===== src/rtl/ped_pkg.sv =====
package ped_pkg;
    typedef enum logic [1:0] {
        PH_RED    = 2'd0,
        PH_GREEN  = 2'd1,
        PH_YELLOW = 2'd2,
        PH_WALK   = 2'd3
    } phase_e;
endpackage


===== src/rtl/ped_tick_gen.sv =====
module ped_tick_gen #(
    parameter int PRESCALE = 200_000_000,
    localparam int PW = (PRESCALE > 2) ? $clog2(PRESCALE) : 1
) (
    input  logic clk,
    input  logic rst,
    output logic tick
);
    localparam logic [PW-1:0] LAST = PW'(PRESCALE - 1);

    logic [PW-1:0] div_q;

    always_ff @(posedge clk) begin
        if (rst)
            div_q <= '0;
        else if (div_q == LAST)
            div_q <= '0;
        else
            div_q <= div_q + 1'b1;
    end

    assign tick = (div_q == LAST);

    assert_tick_spacing_R3: assert property (@(posedge clk) disable iff (rst)
        tick |=> !tick);
endmodule


===== src/rtl/ped_req_latch.sv =====
module ped_req_latch (
    input  logic clk,
    input  logic rst,
    input  logic press,
    input  logic clr,
    output logic req
);
    logic req_q;

    always_ff @(posedge clk) begin
        if (rst)
            req_q <= 1'b0;
        else if (clr)
            req_q <= 1'b0;
        else if (press)
            req_q <= 1'b1;
    end

    assign req = req_q;

    assert_press_sets_R9: assert property (@(posedge clk) disable iff (rst)
        (press && !clr) |=> req);

    assert_clear_wins_R10: assert property (@(posedge clk) disable iff (rst)
        clr |=> !req);
endmodule


===== src/rtl/ped_phase_fsm.sv =====
module ped_phase_fsm
    import ped_pkg::*;
#(
    parameter int T_GREEN  = 30,
    parameter int T_YELLOW = 5,
    parameter int T_WALK   = 15,
    parameter int T_RED    = 30,
    parameter int CW       = 5
) (
    input  logic          clk,
    input  logic          rst,
    input  logic          tick,
    input  logic          req,
    output phase_e        phase,
    output logic [CW-1:0] remain,
    output logic          clr_req
);
    localparam logic [CW-1:0] LD_GREEN  = CW'(T_GREEN);
    localparam logic [CW-1:0] LD_YELLOW = CW'(T_YELLOW);
    localparam logic [CW-1:0] LD_WALK   = CW'(T_WALK);
    localparam logic [CW-1:0] LD_RED    = CW'(T_RED);

    phase_e        phase_q, phase_d;
    logic [CW-1:0] cnt_q, cnt_d;
    logic [CW-1:0] cnt_run;
    logic          zero;

    assign zero    = (cnt_q == '0);
    assign cnt_run = tick ? cnt_q - 1'b1 : cnt_q;

    always_comb begin
        phase_d = phase_q;
        cnt_d   = cnt_run;
        clr_req = 1'b0;
        unique case (phase_q)
            PH_RED: begin
                if (zero) begin
                    phase_d = PH_GREEN;
                    cnt_d   = LD_GREEN;
                    clr_req = 1'b1;
                end
            end
            PH_GREEN: begin
                if (req) begin
                    phase_d = PH_WALK;
                    cnt_d   = LD_WALK;
                end else if (zero) begin
                    phase_d = PH_YELLOW;
                    cnt_d   = LD_YELLOW;
                end
            end
            PH_WALK: begin
                if (zero) begin
                    phase_d = PH_YELLOW;
                    cnt_d   = LD_YELLOW;
                end
            end
            PH_YELLOW: begin
                if (zero) begin
                    phase_d = PH_RED;
                    cnt_d   = LD_RED;
                end
            end
            default: begin
                phase_d = PH_RED;
                cnt_d   = LD_RED;
            end
        endcase
    end

    always_ff @(posedge clk) begin
        if (rst) begin
            phase_q <= PH_RED;
            cnt_q   <= LD_RED;
        end else begin
            phase_q <= phase_d;
            cnt_q   <= cnt_d;
        end
    end

    assign phase  = phase_q;
    assign remain = cnt_q;

    assert_reset_state_R1: assert property (@(posedge clk)
        rst |=> (phase_q == PH_RED && cnt_q == LD_RED));

    assert_hold_no_tick_R3: assert property (@(posedge clk) disable iff (rst)
        (!zero && !tick && !(phase_q == PH_GREEN && req)) |=> ($stable(cnt_q) && $stable(phase_q)));

    assert_count_down_R3: assert property (@(posedge clk) disable iff (rst)
        (!zero && tick && !(phase_q == PH_GREEN && req)) |=> (cnt_q == $past(cnt_q) - 1'b1 && $stable(phase_q)));

    assert_red_expire_R4: assert property (@(posedge clk) disable iff (rst)
        (phase_q == PH_RED && zero) |=> (phase_q == PH_GREEN && cnt_q == LD_GREEN));

    assert_green_preempt_R5: assert property (@(posedge clk) disable iff (rst)
        (phase_q == PH_GREEN && req) |=> (phase_q == PH_WALK && cnt_q == LD_WALK));

    assert_green_expire_R6: assert property (@(posedge clk) disable iff (rst)
        (phase_q == PH_GREEN && !req && zero) |=> (phase_q == PH_YELLOW && cnt_q == LD_YELLOW));

    assert_walk_expire_R7: assert property (@(posedge clk) disable iff (rst)
        (phase_q == PH_WALK && zero) |=> (phase_q == PH_YELLOW && cnt_q == LD_YELLOW));

    assert_yellow_expire_R8: assert property (@(posedge clk) disable iff (rst)
        (phase_q == PH_YELLOW && zero) |=> (phase_q == PH_RED && cnt_q == LD_RED));
endmodule


===== src/rtl/ped_signal_ctrl.sv =====
module ped_signal_ctrl
    import ped_pkg::*;
#(
    parameter int T_GREEN      = 30,
    parameter int T_YELLOW     = 5,
    parameter int T_WALK       = 15,
    parameter int T_RED        = 30,
    parameter int PRESCALE     = 200_000_000,
    parameter bit USE_EXT_TICK = 1'b0,
    localparam int TMAX_A = (T_GREEN > T_YELLOW) ? T_GREEN : T_YELLOW,
    localparam int TMAX_B = (T_WALK > T_RED) ? T_WALK : T_RED,
    localparam int TMAX   = (TMAX_A > TMAX_B) ? TMAX_A : TMAX_B,
    localparam int CW     = $clog2(TMAX + 1)
) (
    input  logic          clk,
    input  logic          rst,
    input  logic          tick_ext,
    input  logic          button,
    output logic          lamp_red,
    output logic          lamp_yellow,
    output logic          lamp_green,
    output logic          walk_on,
    output logic [1:0]    phase,
    output logic [CW-1:0] remain
);
    logic   tick_int;
    logic   tick;
    logic   req;
    logic   clr_req;
    phase_e cur_phase;

    generate
        if (USE_EXT_TICK) begin : g_ext_tick
            assign tick_int = 1'b0;
        end else begin : g_int_tick
            ped_tick_gen #(.PRESCALE(PRESCALE)) u_tick (
                .clk  (clk),
                .rst  (rst),
                .tick (tick_int)
            );
        end
    endgenerate

    assign tick = USE_EXT_TICK ? tick_ext : tick_int;

    ped_req_latch u_req (
        .clk   (clk),
        .rst   (rst),
        .press (button),
        .clr   (clr_req),
        .req   (req)
    );

    ped_phase_fsm #(
        .T_GREEN  (T_GREEN),
        .T_YELLOW (T_YELLOW),
        .T_WALK   (T_WALK),
        .T_RED    (T_RED),
        .CW       (CW)
    ) u_fsm (
        .clk     (clk),
        .rst     (rst),
        .tick    (tick),
        .req     (req),
        .phase   (cur_phase),
        .remain  (remain),
        .clr_req (clr_req)
    );

    always_comb begin
        lamp_red    = 1'b0;
        lamp_yellow = 1'b0;
        lamp_green  = 1'b0;
        walk_on     = 1'b0;
        unique case (cur_phase)
            PH_RED:    lamp_red = 1'b1;
            PH_GREEN:  lamp_green = 1'b1;
            PH_YELLOW: lamp_yellow = 1'b1;
            PH_WALK: begin
                lamp_red = 1'b1;
                walk_on  = 1'b1;
            end
            default:   lamp_red = 1'b1;
        endcase
    end

    assign phase = cur_phase;

    assert_one_lamp_R2: assert property (@(posedge clk) disable iff (rst)
        $onehot({lamp_red, lamp_yellow, lamp_green}));

    assert_walk_only_in_walk_R2: assert property (@(posedge clk) disable iff (rst)
        walk_on |-> (cur_phase == PH_WALK && !lamp_green && !lamp_yellow));
endmodule


===== config.mk =====
export PLATFORM = sky130hd
export DESIGN_NAME = ped_signal_ctrl
export DESIGN_NICKNAME = d
export VERILOG_FILES = /design/src/rtl/ped_pkg.sv /design/src/rtl/ped_tick_gen.sv /design/src/rtl/ped_req_latch.sv /design/src/rtl/ped_phase_fsm.sv /design/src/rtl/ped_signal_ctrl.sv
export SDC_FILE = /design/constraint.sdc
export NUM_CORES = 1
export LEC_CHECK = 0
export ABC_AREA = 1
export CAP_MARGIN = 20
export CELL_PAD_IN_SITES_DETAIL_PLACEMENT = 0
export CELL_PAD_IN_SITES_GLOBAL_PLACEMENT = 1
export CORE_ASPECT_RATIO = 0.7
export CORE_MARGIN = 3
export CORE_UTILIZATION = 40
export DETAILED_ROUTE_END_ITERATION = 8
export PLACE_DENSITY = 0.79
export SYNTH_ARGS = -nofsm -noshare
export SYNTH_HDL_FRONTEND = slang
export SYNTH_SLANG_ARGS = --single-unit

===== constraint.sdc =====
create_clock -name clk -period 2.52 [get_ports clk]
set_input_delay 0.504 -clock clk [delete_from_list [all_inputs] [get_ports clk]]
set_output_delay 0.504 -clock clk [all_outputs]
set_load 0.05 [all_outputs]

Word level (Yosys, flattened, before mapping)

Index checks and enable logic that the tools add are counted.

Memory bits (read-only): 0
Bits in writable memories: 0
Memories: 0
Flip-flop bits (word level): 36
Bits in latches: 0
Input port bits: 4

Add/subtract/negate cells: 2
Shift-type cells: 0
Div/mod/pow operators: 0
$mul: 0
Bitwise gates (word level): 0
Equal/unequal tests: 6
Multiplexer cells: 16
Order comparisons: 0
Reductions and logical operators: 7

Operators with widths:

| cell                  | number |
|---|---|
| $add 28x1->28 const B | 1 |
| $eq 28x28->1 const B  | 1 |
| $mux 5                | 4 |
| $pmux 5 s3            | 1 |
| $mux 2                | 4 |
| $pmux 2 s4            | 1 |
| $reduce_or 2->1       | 4 |
| $mux 1                | 6 |
| $logic_not 5->1       | 1 |
| $sub 5x1->5 const B   | 1 |
| $eq 2x2->1 const B    | 2 |
| $ne 2x1->1 const B    | 2 |
| $eq 2x1->1 const B    | 1 |
| $logic_not 2->1       | 1 |
| $reduce_and 2->1      | 1 |

Depth between registers and ports, before layout

Gate-level depths: netlist of run 1.

Word-level depth: 5
Depth in mapped cells: 11
Gate-level depth less buffers: 11

Hierarchy

From an unflattened synthesis of run 1, not the netlist that was laid out.

Cells, all modules: 307
Area, all modules: 2099.5 µm²

Modules (own cells, without submodules):

| module          | instances | area each (µm²) | cells each | seq. area each (µm²) |
|---|---|---|---|---|
| ped_tick_gen    | 1         | 1592.8          | 235        | 560.5 |
| ped_phase_fsm   | 1         | 422.9           | 61         | 140.1 |
| ped_signal_ctrl | 1         | 45.0            | 5          | 0.0 |
| ped_req_latch   | 1         | 38.8            | 6          | 20.0 |

Least setup slack after synthesis of run 1

OpenSTA, ideal clock, no wires.

Kind: reg2reg
From: reg u_fsm.phase_q[0], in the netlist u_fsm.phase[0]
To: reg u_fsm.cnt_q[1], in the netlist u_fsm.remain[1]
Buffers on the path: 0
Cell stages (with the launch flop): 7
Slack: 483 ps
Library setup time: 128 ps
Arrival time: 1908 ps
Required time: 2392 ps
Cells stage by stage: dfxtp_1 > inv_1 > ha_1 > nor2_1 > inv_1 > a311oi_1 > nand2_1

Cells in the longest elaborated chain, start to end: 3

Ends and longest elaborated chain:

| element                                              | RTL line            | source |
|---|---|---|
| from (decl)                                          | ped_phase_fsm.sv:23 | `phase_e phase_q, phase_d;` |
| from (signal assigned)                               | ped_phase_fsm.sv:76 | `phase_q <= phase_d;` |
| $eq 2x2->1 / $logic_not 2->1 (equally long branches) | ped_phase_fsm.sv:35 | `unique case (phase_q)` |
| $reduce_or 2->1 (no line)                            | -                   |  |
| $pmux 5 s3 (*)                                       | ped_phase_fsm.sv:35 |  |
| to (signal assigned)                                 | ped_phase_fsm.sv:77 | `cnt_q <= cnt_d;` |
| to (decl)                                            | ped_phase_fsm.sv:24 | `logic [CW-1:0] cnt_q, cnt_d;` |

Mark *: on every way between the ends. The rest lies on a longest branch, timed or not.
A chain may end at the register's enable or synchronous reset.

Final worst setup path of run 1

From: reg u_fsm.phase_q[0], in the netlist u_fsm.phase[0]
To: out lamp_green

Cells in the longest elaborated chain, start to end: 2

Ends and longest elaborated chain:

| element    | RTL line              | source |
|---|---|---|
| $eq 2x1->1 | ped_signal_ctrl.sv:75 | `unique case (cur_phase)` |
| $mux 1     | ped_signal_ctrl.sv:75 |  |
| to (decl)  | ped_signal_ctrl.sv:21 | `output logic lamp_green,` |

No other way between the ends.

==> results.toml, run 1 <==
[synth]
synth_edf_count = 0
yosysSeqAreaShare_pct = 34.64
synthesis.instances = 318
synthAdderAreaFrac_pct = 4.209
synth_mux_area_share_pct = 0
syn_area_per_cell_um2 = 6.543
syn-cell-area_um2 = 2081
yosysTopAreaCell = "dfxtp_1"
synth_area_leaders = "dfxtp_1 35%, nand2_1 15%, nor2_1 9.0%, inv_1 6.9%, a21oi_1 5.3%"
synth_top_area_share_pct = 34.64
synth_cell_types = 31
async_flop_share_pct = 0
synth_warnings = 0
synth-compound-area-share_pct = 10.04
synth_top_family_by_area = "simple AND/OR/NAND/NOR gates"
ys_ff_latch = 36
synthSimpleGateAreaFrac_pct = 39.63
synth-main-ff-cell = "dfxtp_1"
syn_nets = 329
synth-xor-area-share_pct = 2.946

[routing]
ant_nets = 0
drc = 0
first_iter_violations = 100
detail_route.wl_per_cell_um = 12.67
wirelength_um = 5133
vias_per_cell = 4.798
vias = 1943
first_pass_iters = 4

[sta]
max_slew_margin_pct = 66.62
setup_slack_ns = 0.1564
fmax_mhz = 423.1
rsz0062_at_grt = "false"
period_minus_slack_ns = 2.364
slew_violations = 0
finalCritPeriodShare_pct = 93.79
finalHoldViolations = 0
setup_viol = 0
worstMarginPinSlew_ns = 0.4992
setup_tns_ns = 0
finClkSkew_ns = 0.004282

[global_routing]
grt_pass1_vias = 1769
grt_overflow = 0
grt_use_met3_pct = 4.096
use_met1_pct = 29.91
grt_pass1_wl_um = 8756
grt_max_degree = 25
grtUsageMet2_pct = 23.64
antenna_found_initial = 0
grt.busiest_layer = "met1"
track_usage_pct = 18.66

[pwr]
irDropWorstVdd_mv = 0.4921
power_frac_seq_pct = 36.3
p_int_w = 0.001070
p_leak_nw = 0.8569
p_comb_share_pct = 40.1
sw_frac_of_total_pct = 41.83
clock_power_share_pct = 23.6
total_power_w = 0.001840
p_per_area_nw_per_um2 = 778.2
power.switching_w = 0.0007698

[clocking]
cts_root_buffer = "clkbuf_8"
path_clk_slew_ns = 0.07
clock_latency_ns = 0.29
clk_path_buf_depth = 2
cts_buffers = 5
numClockSinks = 36
cts_tree = "done"
post_cts_buffers = 0
htreeDepth = 2

[job]
maxCapViolCount = 0

[die]
die_area_um2 = 6117
core_area_um2 = 4887
die_w_um = 92.21
initial_utilization_pct = 42.58
die_y_um = 66.35
core.rowCount = 21
boundaryPins = 15

[placement]
io_buffer_count = 13
hpwlAfterDp_um = 4042
gp_congestion = 0.8485
dpl_worst_slack_ns = 0.3640

[outcome]
status = "finished, final reports clean"

[worst_setup_path]
required_ns = 2.02
path_class = "flip-flop to primary output"
arrival_ns = 1.86
start_kind = "flip-flop"
worstSetupEndpointType = "primary output"
path_max_fanout = 6

[layout]
final_nets = 346
antenna_cells = 0
syn_to_final_growth_pct = 13.65
final_layout_size_suffix_gt1_share_pct = 6.548

[worst_hold_path]
hp-class = "flip-flop to flip-flop"
-- synth_stat cells (2+ instances only) --
master	count
dfxtp_1	36
nand3_1	18
buf_6	2
nand2_1	83
or2_0	5
inv_1	38
inv_2	2
xnor2_1	3
o21ai_1	3
nor2_2	4
ha_1	7
nor3_1	7
xor2_1	4
nand2_2	3
nand4_1	9
o21ai_0	9
a21oi_1	22
nor2_1	50
-- power by group through the flow --
stage / Combinational, W / Clock, W / Sequential [W]
after floorplan: 0.000391 / 0 / 0.000815
after global placement: 0.000741 / 0 / 0.000682
after CTS: 0.000740 / 0.000449 / 0.000669
after global routing: 0.000811 / 0.000476 / 0.000680
final: 0.000737 / 0.000435 / 0.000668
after detailed placement: 0.000739 / 0 / 0.000683
-- cells in the final DEF (no fill, tap or decap), types with 6 or more instances in the layout --
| cell | Yosys | routed |
|---|---|---|
| a21oi_1 | 22 | 22 |
| clkbuf_8 | 0 | 6 |
| clkdlybuf4s50_1 | 0 | 12 |
| dfxtp_1 | 36 | 36 |
| ha_1 | 7 | 7 |
| inv_1 | 38 | 38 |
| nand2_1 | 83 | 83 |
| nand3_1 | 18 | 18 |
| nand4_1 | 9 | 9 |
| nor2_1 | 50 | 50 |
| nor3_1 | 7 | 7 |
| o21ai_0 | 9 | 9 |
-- kinds of logic (layout without fill, tap and decap cells) --
| logic type | after synthesis | count (layout) |
|---|---|---|
| simple gates | 186 | 186 |
| xor+xnor | 7 | 7 |
| fa+ha+maj | 7 | 7 |
| buf+inv | 43 | 61 |
| flops | 36 | 36 |
| compound gates | 39 | 39 |
-- critical path: stages (launching register included) --
cell,delay (ns)
dfxtp_1,0.44
ha_1,0.29
clkdlybuf4s50_1,0.84
-- what timing repair did --
| action | CTS | global route |
|---|---|---|
| endpoints found under the setup margin | 0 | 1 |
| resized for setup | 0 | 1 |
| hold buffers | 0 | 0 |
-- per-layer routing --
metal	vias up	wire length, um
li1	1053	-
met5	-	0
met1	846	3045
met3	8	220
met4	0	62
met2	36	1805
-- sequential cells by signal, summed over array words and instances, names as in the netlist --
register / cells
g_int_tick.u_tick.div_q: 28
u_fsm.remain: 5
u_fsm.phase: 2
u_req.req: 1
-- per-stage QoR --
step                util, %  hold WS, ns  area, um^2  cells
floorplan                 -       0.4297        2081    318
global placement      46.44       0.4514        2270    397
detailed placement    46.44       0.4722        2270    397
CTS                   48.34       0.4829        2362    405
global route          48.39       0.5016        2365    405
finish                48.39       0.4806        2365    405
-- layout make-up --
cell class,count,area (um^2)
timing repair buffer,13,132.6
inverter,40,150.1
clock buffer,6,82.58
sequential,36,720.7
clock inverter,2,10.01
tap,69,86.33
fill,541,2522
multi-input combinational,239,1182
-- worst paths after layout --
path | slack [ns] | startpoint | cells after the start | to
worst max-delay path | 0.16 | u_fsm.phase[0] | 2 | lamp_green
worst min-delay path | 0.48 | g_int_tick.u_tick.div_q[0] | 1 | g_int_tick.u_tick.div_q[0]
worst max register to register | 0.56 | g_int_tick.u_tick.div_q[0] | 10 | g_int_tick.u_tick.div_q[18]
worst min register to register | 0.48 | g_int_tick.u_tick.div_q[0] | 1 | g_int_tick.u_tick.div_q[0]
Note: power is estimated with default switching activity, not from simulation.
==> run 2: changes to the inputs <==
--- a/config.mk
+++ b/config.mk
@@ -6,6 +6,7 @@
 export NUM_CORES = 1
 export LEC_CHECK = 0
 export ABC_AREA = 1
+export ABC_CLOCK_PERIOD_IN_PS = 2520
 export CAP_MARGIN = 20
 export CELL_PAD_IN_SITES_DETAIL_PLACEMENT = 0
 export CELL_PAD_IN_SITES_GLOBAL_PLACEMENT = 1
==> results of run 2 <==
Same layout as run 1: the final DEF is identical, and so are final timing and power.
==> run 3: changes to the inputs <==
--- a/config.mk
+++ b/config.mk
@@ -10,7 +10,7 @@
 export CAP_MARGIN = 20
 export CELL_PAD_IN_SITES_DETAIL_PLACEMENT = 0
 export CELL_PAD_IN_SITES_GLOBAL_PLACEMENT = 1
-export CORE_ASPECT_RATIO = 0.7
+export CORE_ASPECT_RATIO = 0.5
 export CORE_MARGIN = 3
 export CORE_UTILIZATION = 40
 export DETAILED_ROUTE_END_ITERATION = 8
==> results.toml, run 3 (synthesized netlist as in run 1, its figures left out) <==
[outcome]
status = "finished, final reports clean"

[global_routing]
grt_overflow = 0
track_usage_pct = 18.29
grt_pass1_wl_um = 8769
grt_max_degree = 25
grt_pass1_vias = 1858
antenna_found_initial = 0

[routing]
wirelength_um = 5189
ant_nets = 0
first_pass_iters = 4
first_iter_violations = 115
detail_route.wl_per_cell_um = 12.91
vias_per_cell = 4.960
vias = 1994
drc = 0

[pwr]
sw_frac_of_total_pct = 40.29
power_frac_seq_pct = 34.9
irDropWorstVdd_mv = 0.7161
p_per_area_nw_per_um2 = 806.1
p_comb_share_pct = 38.0
power.switching_w = 0.0007729
clock_power_share_pct = 27.2
p_int_w = 0.001146
p_leak_nw = 0.8601

[placement]
gp_congestion = 0.8348
hpwlAfterDp_um = 4037
dp_cells = 394
io_buffer_count = 13

[layout]
syn_to_final_growth_pct = 14.37
antenna_cells = 0
mostFrequentLayoutCell = "nand2_1"
mostFrequentLayoutCells = "83 x nand2_1, 50 x nor2_1, 38 x inv_1, 36 x dfxtp_1, 22 x a21oi_1"
largest_register = "g_int_tick.u_tick.div_q"
final_nets = 346
largest_register_ffs = 28
nFillCells = 501
stdcell_count = 402
final_layout_size_suffix_gt1_share_pct = 6.548

[clocking]
cts_root_buffer = "clkbuf_8"
path_clk_slew_ns = 0.08
cts_tree = "done"
htreeDepth = 2
numClockSinks = 36
clock_latency_ns = 0.30
clk_path_buf_depth = 2
cts_buffers = 5
post_cts_buffers = 0

[die]
die_w_um = 108
boundaryPins = 15
core_area_um2 = 4701
core.rowCount = 17
die_y_um = 57
die_area_um2 = 6156
initial_utilization_pct = 44.26

[worst_setup_path]
path_max_fanout = 6
worstSetupEndpointType = "primary output"
start_kind = "flip-flop"
arrival_ns = 1.87
path_class = "flip-flop to primary output"
required_ns = 2.02

[sta]
max_slew_margin_pct = 66.16
finalHoldViolations = 0
whs_ns = 0.4721
rsz0062_at_grt = "false"
worstMarginPinSlew_ns = 0.5061
finClkSkew_ns = 0.007767
slew_violations = 0
period_minus_slack_ns = 2.376
finalCritPeriodShare_pct = 94.29
setup_viol = 0
setup_tns_ns = 0
fmax_mhz = 420.9

[worst_hold_path]
hp-class = "flip-flop to flip-flop"

[job]
maxCapViolCount = 0
## run 3: cell types whose count changed in the layout (fill, tap and decap cells not counted), sizes merged
cell | previous run | this run
bufinv | 0 | 1
clkbuf | 6 | 5
clkinv | 2 | 1
clkinvlp | 0 | 1
## run 3: final timing paths
check / startpoint / endpoint / slack (ns) / cells after the start
setup / recovery: u_fsm.phase[0] / lamp_green / 0.14 / 2
hold / removal: g_int_tick.u_tick.div_q[0] / g_int_tick.u_tick.div_q[0] / 0.47 / 1
setup reg to reg: g_int_tick.u_tick.div_q[0] / g_int_tick.u_tick.div_q[12] / 0.51 / 10
hold reg to reg: g_int_tick.u_tick.div_q[0] / g_int_tick.u_tick.div_q[0] / 0.47 / 1
## run 3: stage by stage
stage	power, W	setup slack (ns)	instance area (um^2)	utilization, %
after CTS	0.001937	0.02715	2377	50.57
after detailed placement	0.001413	0.3611	2266	48.20
after global routing	0.002050	0.03981	2380	50.63
final	0.001918	0.1439	2380	50.63
after global placement	0.001411	0.3887	2266	48.20
after floorplan	0.001206	0.4835	2081	-
## run 3: layer usage
metal,global-route usage (%),wire [um],part of all wire (%),up-vias
li1,-,-,-,1051
met3,5.424,263,5.1,2
met4,5.216,14,0.27,0
met2,26.68,2125,41,46
met5,0,0,0,-
met1,26.19,2786,54,895
## run 3: cell type report
| cell class | count | area, um^2 | area share, % |
|---|---|---|---|
| Sequential cell | 36 | 720.7 | 30.28 |
| Timing Repair Buffer | 13 | 132.6 | 5.573 |
| Tap cell | 66 | 82.58 | 3.470 |
| Inverter | 40 | 150.1 | 6.309 |
| Multi-Input combinational cell | 239 | 1182 | 49.68 |
| Clock inverter | 3 | 42.54 | 1.788 |
| Clock buffer | 5 | 68.82 | 2.892 |
## run 3: timing repair
action | CTS | global route
endpoints found under the setup margin | 0 | 1
gates resized for setup | 0 | 1
hold buffers | 0 | 0
## run 3: power groups by stage
| stage | clock, W | sequential (W) | combinational (W) |
|---|---|---|---|
| floorplan | 0 | 0.000815 | 0.000391 |
| finish | 0.000521 | 0.000669 | 0.000728 |
| global placement | 0 | 0.000679 | 0.000733 |
| global route | 0.000570 | 0.000678 | 0.000801 |
| detailed placement | 0 | 0.000682 | 0.000731 |
| CTS | 0.000530 | 0.000670 | 0.000737 |
## run 3: critical path, cell delays in order (launching register included)
cell and delay (ns):
dfxtp_1 0.44, ha_1 0.29, clkdlybuf4s50_1 0.84
